[src/rtl/i2c_stat_pkg.sv]
package i2c_stat_pkg;
  // Bit positions in the status byte (software-visible layout)
  localparam int unsigned ARB_BIT   = 3;
  localparam int unsigned ADDR2_BIT = 4;
  localparam int unsigned XFER_BIT  = 5;

  // Flag slot indices; slot i lives at bit ARB_BIT + i
  localparam int unsigned FL_ARB   = 0;
  localparam int unsigned FL_ADDR2 = 1;
  localparam int unsigned FL_XFER  = 2;
  localparam int unsigned NFLAG    = 3;

  function automatic int unsigned flag_bit(input int unsigned idx);
    return ARB_BIT + idx;
  endfunction
endpackage

[src/rtl/stat_flag_cell.sv]
// One sticky flag with a read-armed software clear.
module stat_flag_cell (
  input  logic clk,
  input  logic rst,
  input  logic set_ev,
  input  logic hw_clr,
  input  logic rd_en,
  input  logic wr_en,
  input  logic wr_bit,
  output logic flag
);
  logic flag_q, armed_q;
  logic sw_clr, any_clr, flag_d, armed_d;

  always_comb begin
    sw_clr  = wr_en & ~wr_bit & armed_q;
    any_clr = hw_clr | sw_clr;
    flag_d  = set_ev | (flag_q & ~any_clr);
    if (any_clr || !flag_d)
      armed_d = 1'b0;
    else
      armed_d = armed_q | (rd_en & flag_q);
  end

  always_ff @(posedge clk) begin
    if (rst) begin
      flag_q  <= 1'b0;
      armed_q <= 1'b0;
    end else begin
      flag_q  <= flag_d;
      armed_q <= armed_d;
    end
  end

  assign flag = flag_q;
endmodule

[src/rtl/alt_addr_detect.sv]
// Qualifies an address frame against the alternate slave address.
module alt_addr_detect #(
  parameter int unsigned ADDR_W = 7
) (
  input  logic              addr_done,
  input  logic              master,
  input  logic              xmit,
  input  logic              bus_fmt,
  input  logic              alt_off,
  input  logic [ADDR_W-1:0] frame_addr,
  input  logic [ADDR_W-1:0] own_addr,
  output logic              hit
);
  logic mode_ok, addr_eq;

  always_comb begin
    mode_ok = ~master & ~xmit & bus_fmt & ~alt_off;
    addr_eq = (frame_addr == own_addr);
    hit     = addr_done & mode_ok & addr_eq;
  end
endmodule

[src/rtl/i2c_stat_flags.sv]
module i2c_stat_flags
  import i2c_stat_pkg::*;
#(
  parameter int unsigned ADDR_W = 7,
  parameter int unsigned REG_W  = 8
) (
  input  logic              clk,
  input  logic              rst,
  input  logic              mode_master,
  input  logic              mode_xmit,
  input  logic              mode_i2c_fmt,
  input  logic              alt_addr_off,
  input  logic [ADDR_W-1:0] alt_addr,
  input  logic [REG_W-1:0]  rx_byte,
  input  logic              ev_tx_empty,
  input  logic              ev_rx_full,
  input  logic              ev_start,
  input  logic              ev_addr_done,
  input  logic              ev_bit_mismatch,
  input  logic              ev_irq_clr,
  input  logic              cpu_rd,
  input  logic              cpu_wr,
  input  logic [REG_W-1:0]  cpu_wdata,
  output logic [REG_W-1:0]  cpu_rdata,
  output logic              flag_xfer_cont,
  output logic              flag_addr2_hit,
  output logic              flag_arb_lost
);
  localparam int unsigned PAD_W = REG_W - ADDR_W;

  logic [NFLAG-1:0] set_v, hclr_v, flag_v;
  logic             alt_hit, slave_bus;
  logic [REG_W-1:0] status, rdata_q;
  logic             unused_bits;

  alt_addr_detect #(.ADDR_W(ADDR_W)) u_detect (
    .addr_done  (ev_addr_done),
    .master     (mode_master),
    .xmit       (mode_xmit),
    .bus_fmt    (mode_i2c_fmt),
    .alt_off    (alt_addr_off),
    .frame_addr (rx_byte[REG_W-1 -: ADDR_W]),
    .own_addr   (alt_addr),
    .hit        (alt_hit)
  );

  assign slave_bus = ~mode_master & mode_i2c_fmt;

  assign set_v[FL_ARB]    = mode_master & ev_bit_mismatch;
  assign hclr_v[FL_ARB]   = 1'b0;
  assign set_v[FL_ADDR2]  = alt_hit;
  assign hclr_v[FL_ADDR2] = ev_start | mode_master;
  assign set_v[FL_XFER]   = (ev_tx_empty | ev_rx_full) & (~slave_bus | flag_v[FL_ADDR2]);
  assign hclr_v[FL_XFER]  = ev_irq_clr;

  for (genvar gi = 0; gi < NFLAG; gi++) begin : g_flag
    stat_flag_cell u_cell (
      .clk    (clk),
      .rst    (rst),
      .set_ev (set_v[gi]),
      .hw_clr (hclr_v[gi]),
      .rd_en  (cpu_rd),
      .wr_en  (cpu_wr),
      .wr_bit (cpu_wdata[flag_bit(gi)]),
      .flag   (flag_v[gi])
    );
  end

  always_comb begin
    status = '0;
    for (int i = 0; i < NFLAG; i++)
      status[flag_bit(i)] = flag_v[i];
  end

  always_ff @(posedge clk) begin
    if (rst)
      rdata_q <= '0;
    else if (cpu_rd)
      rdata_q <= status;
  end

  assign cpu_rdata      = rdata_q;
  assign flag_xfer_cont = flag_v[FL_XFER];
  assign flag_addr2_hit = flag_v[FL_ADDR2];
  assign flag_arb_lost  = flag_v[FL_ARB];

  assign unused_bits = ^{cpu_wdata[REG_W-1:XFER_BIT+1], cpu_wdata[ARB_BIT-1:0],
                         rx_byte[PAD_W-1:0]};
endmodule

[config.mk]
export PLATFORM = sky130hd
export DESIGN_NAME = i2c_stat_flags
export DESIGN_NICKNAME = d
export VERILOG_FILES = /design/src/rtl/i2c_stat_pkg.sv /design/src/rtl/stat_flag_cell.sv /design/src/rtl/alt_addr_detect.sv /design/src/rtl/i2c_stat_flags.sv
export SDC_FILE = /design/constraint.sdc
export NUM_CORES = 1
export LEC_CHECK = 0
export BUFFER_PORTS_ARGS = -buffer_cell sky130_fd_sc_hd__buf_2
export CAP_MARGIN = 25
export CORE_MARGIN = 4
export CORE_UTILIZATION = 38
export CTS_CLUSTER_SIZE = 12
export DETAILED_ROUTE_END_ITERATION = 6
export PLACE_DENSITY = 0.89
export SLEW_MARGIN = 15
export SYNTH_ARGS = -nofsm -noshare
export SYNTH_HDL_FRONTEND = slang
export SYNTH_SLANG_ARGS = --single-unit
[constraint.sdc]
create_clock -name clk -period 2.08 [get_ports clk]
set_input_delay 0 -clock clk [delete_from_list [all_inputs] [get_ports clk]]
set_output_delay 0 -clock clk [all_outputs]
set_load 0.02 [all_outputs]
==> impl_results.html, run 1 <==
<table>
<tr><th>Metric</th><th>Value</th></tr>
<tr><th colspan="2">Status</th></tr>
<tr><td>Outcome</td><td>finished clean</td></tr>
<tr><th colspan="2">Global route</th></tr>
<tr><td>Number of antenna violations at the first check in global routing</td><td>0</td></tr>
<tr><td>Grt total ovfl</td><td>0</td></tr>
<tr><td>Pin count of the biggest net entering global routing</td><td>9</td></tr>
<tr><td>First-pass GRT wire length</td><td>2.056 mm</td></tr>
<tr><td>Total track usage</td><td>0.1417</td></tr>
<tr><td>Vias in the first global route</td><td>493</td></tr>
<tr><th colspan="2">Setup path</th></tr>
<tr><td>Cells traversed along the worst timing path</td><td>and3b_1 -&gt; nor4_2 -&gt; nand3_1 -&gt; o21ai_1</td></tr>
<tr><td>Total number of cells along the worst setup path</td><td>4</td></tr>
<tr><td>Cell count of the worst reg-to-reg path</td><td>4</td></tr>
<tr><td>Combined buffer and inverter count along the critical path</td><td>0</td></tr>
<tr><td>Sort of element at the end of the critical path</td><td>register</td></tr>
<tr><td>Family with the most delay on the worst path</td><td>simple AND/OR/NAND/NOR gates</td></tr>
<tr><td>Critical Path Source Type</td><td>register</td></tr>
<tr><td>Terminus of the critical flop-to-flop path</td><td>g_flag[1].u_cell.armed_q$_SDFF_PP0_</td></tr>
<tr><td>Worst-path maximum fanout</td><td>3</td></tr>
<tr><td>Start-to-end type of the worst setup path</td><td>reg -&gt; reg</td></tr>
<tr><td>Slack of the worst reg-to-reg path</td><td>1.01 ns</td></tr>
<tr><td>Worst reg2reg startpoint</td><td>g_flag[1].u_cell.armed_q$_SDFF_PP0_</td></tr>
<tr><td>CP arrival</td><td>1.24 ns</td></tr>
<tr><td>Data required time of the critical path</td><td>2.25 ns</td></tr>
<tr><td>Delay of the slowest cell on the worst path</td><td>0.32 ns</td></tr>
<tr><td>Slowest cell on the critical path</td><td>sky130_fd_sc_hd__dfxtp_1</td></tr>
<tr><th colspan="2">Min path</th></tr>
<tr><td>Startpoint of the tightest hold check path</td><td>ev_bit_mismatch</td></tr>
<tr><td>Worst Hold End</td><td>g_flag[0].u_cell.flag$_SDFF_PP0_</td></tr>
<tr><td>Classification of the worst-slack hold path</td><td>in -&gt; reg</td></tr>
<tr><td>Number of cells on the worst hold path</td><td>3</td></tr>
<tr><th colspan="2">Drt</th></tr>
<tr><td>Number of nets with antenna violations after detailed routing</td><td>0</td></tr>
<tr><td>Number of DRC violations after detailed-routing iteration 0</td><td>3</td></tr>
<tr><td>Via-per-instance ratio</td><td>4.697</td></tr>
<tr><td>Final wirelength</td><td>1.313 mm</td></tr>
<tr><td>Total number of vias</td><td>512</td></tr>
<tr><td>Detailed Routing Iterations Pass 1</td><td>4</td></tr>
<tr><td>Drt wl/cell</td><td>12.05 um</td></tr>
<tr><td>Remaining design rule violation count</td><td>0</td></tr>
<tr><th colspan="2">Finish</th></tr>
<tr><td>Area Growth Syn to Fin</td><td>36.23%</td></tr>
<tr><td>Diodes inserted</td><td>0</td></tr>
<tr><td>Most frequent cells in the layout</td><td>36 x sky130_fd_sc_hd__buf_2, 9 x sky130_fd_sc_hd__dfxtp_1, 6 x sky130_fd_sc_hd__nor2_1, 5 x sky130_fd_sc_hd__xor2_1, 5 x sky130_fd_sc_hd__conb_1</td></tr>
<tr><td>Total of fill cells in the finished design</td><td>133</td></tr>
<tr><td>Most frequent standard cell in the layout excluding fill and tap cells</td><td>sky130_fd_sc_hd__buf_2</td></tr>
<tr><td>Finished Core Util</td><td>0.5492</td></tr>
<tr><td>Total Nets Final</td><td>132</td></tr>
<tr><td>Layout cells sized above 1</td><td>0.4574</td></tr>
<tr><th colspan="2">Floorplan</th></tr>
<tr><td>Die area</td><td>2018 um^2</td></tr>
<tr><td>Die X</td><td>44.92 um</td></tr>
<tr><td>Core Footprint</td><td>1285 um^2</td></tr>
<tr><td>Io pins</td><td>48</td></tr>
<tr><td>Starting Density</td><td>0.4031</td></tr>
<tr><td>Cell row count</td><td>13</td></tr>
<tr><td>Die outline height</td><td>44.92 um</td></tr>
<tr><th colspan="2">Logic synthesis</th></tr>
<tr><td>Count of synthesis-stage warnings from yosys</td><td>0</td></tr>
<tr><td>Mapped Avg Cell Area</td><td>9.088 um^2</td></tr>
<tr><td>Proportion of register bits with asynchronous set or reset after synthesis</td><td>0</td></tr>
<tr><td>Area of the mapped netlist</td><td>518.0 um^2</td></tr>
<tr><td>Synthesized instance count</td><td>57</td></tr>
<tr><td>Post-synthesis sequential element count</td><td>9</td></tr>
<tr><td>Dominant synthesized flop cell</td><td>sky130_fd_sc_hd__dfxtp_1</td></tr>
<tr><td>EDFF count, synth</td><td>0</td></tr>
<tr><td>Unique cell type count in the Yosys netlist</td><td>27</td></tr>
<tr><td>Sequential element share of the synthesized area</td><td>0.3478</td></tr>
<tr><th colspan="2">Place</th></tr>
<tr><td>Setup slack after placement</td><td>1.023 ns</td></tr>
<tr><td>Routability cong.</td><td>0.7252</td></tr>
<tr><td>HPWL reported at the end of detailed placement</td><td>1.140 mm</td></tr>
<tr><td>Number of port buffers</td><td>36</td></tr>
<tr><th colspan="2">Timing</th></tr>
<tr><td>Final worst-path cycle share</td><td>0.5131</td></tr>
<tr><td>Final setup margin</td><td>1.013 ns</td></tr>
<tr><td>RSZ-0062 raised after global routing</td><td>no</td></tr>
<tr><td>Highest achievable clock rate</td><td>937.0 MHz</td></tr>
<tr><td>Sum of negative setup slack</td><td>0 ns</td></tr>
<tr><td>Final slew viol count</td><td>0</td></tr>
<tr><td>Endpoints failing setup</td><td>0</td></tr>
<tr><td>Post-Route Skew</td><td>0.004698 ns</td></tr>
<tr><td>Hold Vio Cnt, Final</td><td>0</td></tr>
<tr><td>Post-layout min period</td><td>1.067 ns</td></tr>
<tr><th colspan="2">Clock tree</th></tr>
<tr><td># H-tree levels</td><td>1</td></tr>
<tr><td>CTS tree</td><td>done</td></tr>
<tr><td>Worst-case clock buffer depth</td><td>2</td></tr>
<tr><td>Sink count of the clock tree</td><td>9</td></tr>
<tr><td>Post-CTS Repair Setup Buffers</td><td>0</td></tr>
<tr><td>Clk pin slew, worst setup/hold paths</td><td>0.05 ns</td></tr>
<tr><td>Number of buffers inserted by hold repair at cts</td><td>0</td></tr>
<tr><td>Clock insertion delay at the later pin of the skew report</td><td>0.25 ns</td></tr>
<tr><td>Number of buffers created by CTS</td><td>3</td></tr>
<tr><td>Count of instances resized after the clock tree is built</td><td>0</td></tr>
<tr><td>Clock tree root driver cell</td><td>sky130_fd_sc_hd__clkbuf_4</td></tr>
<tr><th colspan="2">Pwr</th></tr>
<tr><td>Pwr/cell area</td><td>562.8 nW/um^2</td></tr>
<tr><td>Max VDD drop</td><td>0.0002852 V</td></tr>
<tr><td>Leakage power</td><td>0.3519 nW</td></tr>
<tr><th colspan="2">Flow run</th></tr>
<tr><td>Max cap viols</td><td>0</td></tr>
</table>
[worst min-delay path, stage by stage]
cell and delay [ns]:
sky130_fd_sc_hd__buf_2 0.10, sky130_fd_sc_hd__nand2_1 0.05, sky130_fd_sc_hd__a21oi_1 0.06
[how the worst max path moves through the flow]
stage	start	to	slack [ns]
global placement	g_flag[1].u_cell.armed_q$_SDFF_PP0_	g_flag[1].u_cell.armed_q$_SDFF_PP0_	1.10
detailed placement	g_flag[1].u_cell.armed_q$_SDFF_PP0_	g_flag[1].u_cell.armed_q$_SDFF_PP0_	1.02
floorplan	g_flag[1].u_cell.flag$_SDFF_PP0_	g_flag[2].u_cell.armed_q$_SDFF_PP0_	1.06
global route	g_flag[1].u_cell.armed_q$_SDFF_PP0_	g_flag[1].u_cell.armed_q$_SDFF_PP0_	0.87
CTS	g_flag[1].u_cell.armed_q$_SDFF_PP0_	g_flag[1].u_cell.armed_q$_SDFF_PP0_	1.01
finish	g_flag[1].u_cell.armed_q$_SDFF_PP0_	g_flag[1].u_cell.armed_q$_SDFF_PP0_	1.01
[state kept, by name, summed over array words and instances, names as in the netlist]
register               cells
g_flag.u_cell.flag         3
cpu_rdata                  3
g_flag.u_cell.armed_q      3
[Yosys cell counts (all sizes together), types with 2 or more instances]
master  n  area (um^2)
mux2i   3        30.03
nand2b  2        20.02
xor2    5        43.79
nor2    6        22.52
nor4b   2        30.03
buf     6        48.80
a21oi   3        15.01
xnor2   2        17.52
dfxtp   9        180.2
nand2   3        11.26
o21ai   3        15.01
[power breakdown]
group | total [mW] | switching (mW) | internal (mW)
registers | 0.182 | 0.00416 | 0.178
logic | 0.0867 | 0.0452 | 0.0415
clock network | 0.128 | 0.0548 | 0.0735
[cells by family after synthesis]
logic type	share of synthesized area
other cells	0.007239
flops	0.3478
simple gates	0.2488
buf+inv	0.1087
compound gates	0.1111
mux	0.05797
xor+xnor	0.1184
[final cells by class]
| class | instances | area, um^2 | area share |
|---|---|---|---|
| clock buffers | 4 | 26.28 | 0.03723 |
| inverters | 1 | 3.754 | 0.005319 |
| multi-input cells | 44 | 296.5 | 0.4202 |
| flip-flops and latches | 9 | 180.2 | 0.2553 |
| well taps | 15 | 18.77 | 0.02660 |
| repair buffers | 36 | 180.2 | 0.2553 |
[per-layer routing]
layer  global-route usage  up-vias  wire [um]  part of all wire
met5                    0        -          0                 0
met3              0.05578        0        128             0.097
li1                     -      261          -                 -
met4              0.05263        0          0                 0
met2               0.2571       21        678              0.52
met1               0.1439      230        505              0.38
[metrics by stage]
stage,hold WS (ns),std cells,area (um^2),power [mW]
2_1_floorplan,0.1428,61,533.0,0.2403
3_3_place_gp,0.2694,105,679.4,0.2689
3_5_place_dp,0.2810,105,679.4,0.2724
4_1_cts,0.01679,109,705.7,0.4039
5_1_grt,0.02926,109,705.7,0.4206
6_report,0.02124,109,705.7,0.3972
No activity file was read; power rests on OpenSTA's default activity.
==> run 2, diff against run 1 <==
--- a/config.mk
+++ b/config.mk
@@ -8,10 +8,10 @@
 export BUFFER_PORTS_ARGS = -buffer_cell sky130_fd_sc_hd__buf_2
 export CAP_MARGIN = 25
 export CORE_MARGIN = 4
-export CORE_UTILIZATION = 38
+export CORE_UTILIZATION = 35
 export CTS_CLUSTER_SIZE = 12
 export DETAILED_ROUTE_END_ITERATION = 6
-export PLACE_DENSITY = 0.89
+export PLACE_DENSITY = 0.84
 export SLEW_MARGIN = 15
 export SYNTH_ARGS = -nofsm -noshare
 export SYNTH_HDL_FRONTEND = slang
==> constraint.sdc (replaced) <==
create_clock -name clk -period 1 [get_ports clk]
set_input_delay 0 -clock clk [delete_from_list [all_inputs] [get_ports clk]]
set_output_delay 0 -clock clk [all_outputs]
set_load 0.02 [all_outputs]
==> run 2 against run 1 <==
  * Power grew 110%
  * Global-route usage shrank 1.9 points
  * Die area grew 7.0%
  * Sequential cell count is the same
  * Sequential share of layout area shrank 0.70 points
  * First-iteration DRC count grew to 3.0 times the previous value
  * Combinational power grew 110%
  * Non-clock buffer count is the same
  * Critical path depth is the same
  * Wire length shrank 4.6%
  * Clock skew shrank 0.0025 ns
  * Largest cell class unchanged
==> impl_results.html, run 2 (synthesis results as in run 1) <==
<table>
<tr><th>Metric</th><th>Value</th></tr>
<tr><th colspan="2">Finish</th></tr>
<tr><td>Footprint of the multi-input gates</td><td>320.3 um^2 (+8.0%)</td></tr>
<tr><td>Area used by sequential logic in the layout</td><td>181.4 um^2 (+0.69%)</td></tr>
<tr><td>Total Nets Final</td><td>132 (unchanged)</td></tr>
<tr><td>Total of fill cells in the finished design</td><td>126 (-5.3%)</td></tr>
<tr><td>Layout cells sized above 1</td><td>0.5000 (+0.04255)</td></tr>
<tr><td>Most frequent cells in the layout</td><td>36 x sky130_fd_sc_hd__buf_2, 8 x sky130_fd_sc_hd__dfxtp_1, 6 x sky130_fd_sc_hd__nor2_1, 5 x sky130_fd_sc_hd__xor2_1, 5 x sky130_fd_sc_hd__conb_1</td></tr>
<tr><td>Most frequent standard cell in the layout excluding fill and tap cells</td><td>sky130_fd_sc_hd__buf_2</td></tr>
<tr><td>Diodes inserted</td><td>0 (unchanged)</td></tr>
<tr><td>Area Growth Syn to Fin</td><td>41.06%</td></tr>
<tr><td>Finished Core Util</td><td>0.5412 (-0.007930)</td></tr>
<tr><th colspan="2">Timing</th></tr>
<tr><td>Final setup margin</td><td>0.008825 ns (-1.004 ns)</td></tr>
<tr><td>Post-Route Skew</td><td>0.002180 ns (-0.002519 ns)</td></tr>
<tr><td>Final slew viol count</td><td>0 (unchanged)</td></tr>
<tr><td>Sum of negative setup slack</td><td>0 ns (unchanged)</td></tr>
<tr><td>Final worst-path cycle share</td><td>0.9912 (+0.4781)</td></tr>
<tr><td>Post-layout min period</td><td>0.9912 ns (-0.07611 ns)</td></tr>
<tr><td>RSZ-0062 raised after global routing</td><td>yes</td></tr>
<tr><td>Highest achievable clock rate</td><td>1009 MHz (+7.7%)</td></tr>
<tr><td>Endpoints failing setup</td><td>0 (unchanged)</td></tr>
<tr><td>Hold Vio Cnt, Final</td><td>0 (unchanged)</td></tr>
<tr><th colspan="2">Floorplan</th></tr>
<tr><td>Die X</td><td>46.47 um (+3.5%)</td></tr>
<tr><td>Die area</td><td>2159 um^2 (+7.0%)</td></tr>
<tr><td>Core Footprint</td><td>1350 um^2 (+5.1%)</td></tr>
<tr><td>Starting Density</td><td>0.3837 (-0.01943)</td></tr>
<tr><td>Die outline height</td><td>46.47 um (+3.5%)</td></tr>
<tr><td>Cell row count</td><td>13 (unchanged)</td></tr>
<tr><td>Io pins</td><td>48 (unchanged)</td></tr>
<tr><th colspan="2">Pwr</th></tr>
<tr><td>Max VDD drop</td><td>0.0005639 V (+98%)</td></tr>
<tr><td>Overall power of the completed layout</td><td>0.8346 mW (+110%)</td></tr>
<tr><td>Pwr/cell area</td><td>1142 nW/um^2 (+100%)</td></tr>
<tr><td>Leakage power</td><td>0.3554 nW (+0.98%)</td></tr>
<tr><th colspan="2">Place</th></tr>
<tr><td>Routability cong.</td><td>0.6802 (-6.2%)</td></tr>
<tr><td>HPWL reported at the end of detailed placement</td><td>1.059 mm (-7.1%)</td></tr>
<tr><td>Setup slack after placement</td><td>-0.01969 ns (-1.043 ns)</td></tr>
<tr><td>Number of port buffers</td><td>36 (unchanged)</td></tr>
<tr><th colspan="2">Clock tree</th></tr>
<tr><td>Clock tree root driver cell</td><td>sky130_fd_sc_hd__clkbuf_4</td></tr>
<tr><td>Sink count of the clock tree</td><td>9 (unchanged)</td></tr>
<tr><td>Clk pin slew, worst setup/hold paths</td><td>0.06 ns (about the same)</td></tr>
<tr><td>Post-CTS Repair Setup Buffers</td><td>0 (unchanged)</td></tr>
<tr><td>CTS tree</td><td>done</td></tr>
<tr><td>Number of buffers created by CTS</td><td>3 (unchanged)</td></tr>
<tr><td>Clock insertion delay at the later pin of the skew report</td><td>0.26 ns (about the same)</td></tr>
<tr><td># H-tree levels</td><td>1 (unchanged)</td></tr>
<tr><td>Worst-case clock buffer depth</td><td>2 (unchanged)</td></tr>
<tr><th colspan="2">Setup path</th></tr>
<tr><td>Data required time of the critical path</td><td>1.19 ns (-1.06 ns)</td></tr>
<tr><td>Worst-path maximum fanout</td><td>3 (unchanged)</td></tr>
<tr><td>Combined buffer and inverter count along the critical path</td><td>0 (unchanged)</td></tr>
<tr><td>Start-to-end type of the worst setup path</td><td>reg -&gt; reg</td></tr>
<tr><td>Family with the most delay on the worst path</td><td>simple AND/OR/NAND/NOR gates</td></tr>
<tr><td>Cells traversed along the worst timing path</td><td>and3b_1 -&gt; nor4_4 -&gt; nand3_1 -&gt; o21ai_1</td></tr>
<tr><td>Sort of element at the end of the critical path</td><td>register</td></tr>
<tr><td>CP arrival</td><td>1.18 ns (-0.06 ns)</td></tr>
<tr><td>Critical Path Source Type</td><td>register</td></tr>
<tr><td>Delay of the slowest cell on the worst path</td><td>0.32 ns (about the same)</td></tr>
<tr><td>Slowest cell on the critical path</td><td>sky130_fd_sc_hd__dfxtp_1</td></tr>
<tr><th colspan="2">Drt</th></tr>
<tr><td>Remaining design rule violation count</td><td>0 (unchanged)</td></tr>
<tr><td>Via-per-instance ratio</td><td>4.606 (-2.0%)</td></tr>
<tr><td>Drt wl/cell</td><td>11.50 um (-4.6%)</td></tr>
<tr><td>Detailed Routing Iterations Pass 1</td><td>4 (unchanged)</td></tr>
<tr><td>Number of DRC violations after detailed-routing iteration 0</td><td>9 (+6)</td></tr>
<tr><td>Final wirelength</td><td>1.253 mm (-4.6%)</td></tr>
<tr><td>Total number of vias</td><td>502 (-2.0%)</td></tr>
<tr><td>Number of nets with antenna violations after detailed routing</td><td>0 (unchanged)</td></tr>
<tr><th colspan="2">Global route</th></tr>
<tr><td>Number of antenna violations at the first check in global routing</td><td>0 (unchanged)</td></tr>
<tr><td>Pin count of the biggest net entering global routing</td><td>9 (unchanged)</td></tr>
<tr><td>Grt total ovfl</td><td>0 (unchanged)</td></tr>
<tr><td>First-pass GRT wire length</td><td>1.794 mm (-13%)</td></tr>
<tr><td>Vias in the first global route</td><td>484 (-1.8%)</td></tr>
<tr><td>Total track usage</td><td>0.1222 (-0.01946)</td></tr>
<tr><th colspan="2">Status</th></tr>
<tr><td>Outcome</td><td>finished clean</td></tr>
<tr><th colspan="2">Flow run</th></tr>
<tr><td>Max cap viols</td><td>0 (unchanged)</td></tr>
<tr><th colspan="2">Min path</th></tr>
<tr><td>Classification of the worst-slack hold path</td><td>in -&gt; reg</td></tr>
</table>
==> run 2: cell count changes in the layout (fill, tap and decap cells not counted) <==
cell / before / now
sky130_fd_sc_hd__nor3b_2: 0 / 1
sky130_fd_sc_hd__nor4_2: 1 / 0
sky130_fd_sc_hd__dfxtp_2: 0 / 1
sky130_fd_sc_hd__nor4_4: 0 / 1
sky130_fd_sc_hd__a21boi_2: 0 / 1
sky130_fd_sc_hd__a21boi_1: 1 / 0
sky130_fd_sc_hd__nor3b_1: 1 / 0
sky130_fd_sc_hd__a31oi_1: 1 / 0
sky130_fd_sc_hd__dfxtp_1: 9 / 8
sky130_fd_sc_hd__a31oi_2: 0 / 1
==> run 2: per-layer routing <==
metal	GRT usage	wire [um]
met5	0	0
met4	0.05114	14
met2	0.2253	656
met3	0.05859	138
met1	0.1119	444
==> run 2: worst paths after layout <==
kind / from / endpoint / slack (ns) / depth (start not counted)
max: g_flag[1].u_cell.armed_q$_SDFF_PP0_ / g_flag[1].u_cell.armed_q$_SDFF_PP0_ / 0.009 / 4
max reg2reg: g_flag[1].u_cell.armed_q$_SDFF_PP0_ / g_flag[1].u_cell.armed_q$_SDFF_PP0_ / 0.009 / 4
min: ev_bit_mismatch / g_flag[0].u_cell.flag$_SDFF_PP0_ / 0.02 / 3
min reg2reg: g_flag[1].u_cell.armed_q$_SDFF_PP0_ / g_flag[1].u_cell.armed_q$_SDFF_PP0_ / 0.48 / 2
==> run 2: per-stage QoR <==
| step | std cells | hold slack (ns) | cell area, um^2 |
|---|---|---|---|
| 3_3_place_gp | 105 | 0.2743 | 680.7 |
| 5_1_grt | 109 | 0.03457 | 730.7 |
| 2_1_floorplan | 61 | 0.1428 | 534.3 |
| 3_5_place_dp | 105 | 0.2868 | 680.7 |
| 4_1_cts | 109 | 0.008032 | 715.7 |
| 6_report | 109 | 0.01612 | 730.7 |
==> run 2: what timing repair did <==
action / 4_1_cts / 5_1_grt
gates resized for setup: 1 / 3
hold buffers: 0 / 0
pin swaps: 0 / 2
endpoints found under the setup margin: 1 / 3
==> run 2: tightest hold or removal path, delay by kind of cell <==
| kind | cells | cell delay, ns |
|---|---|---|
| compound gates | 1 | 0.06 |
| buf+inv | 1 | 0.10 |
| simple gates | 1 | 0.05 |
==> run 2: power breakdown <==
group          internal, mW  switching (mW)  total [mW]
sequential            0.370         0.00865       0.379
clock                 0.153           0.116       0.270
combinational        0.0901          0.0960       0.186
total                 0.613           0.221       0.835
==> run 2: area by class of cell <==
| cell class | count | area share |
|---|---|---|
| Clock buffer | 4 | 0.03596 |
| Inverter | 1 | 0.005137 |
| Multi-Input combinational cell | 44 | 0.4384 |
| Sequential cell | 9 | 0.2483 |
| Tap cell | 15 | 0.02568 |
| Timing Repair Buffer | 36 | 0.2466 |
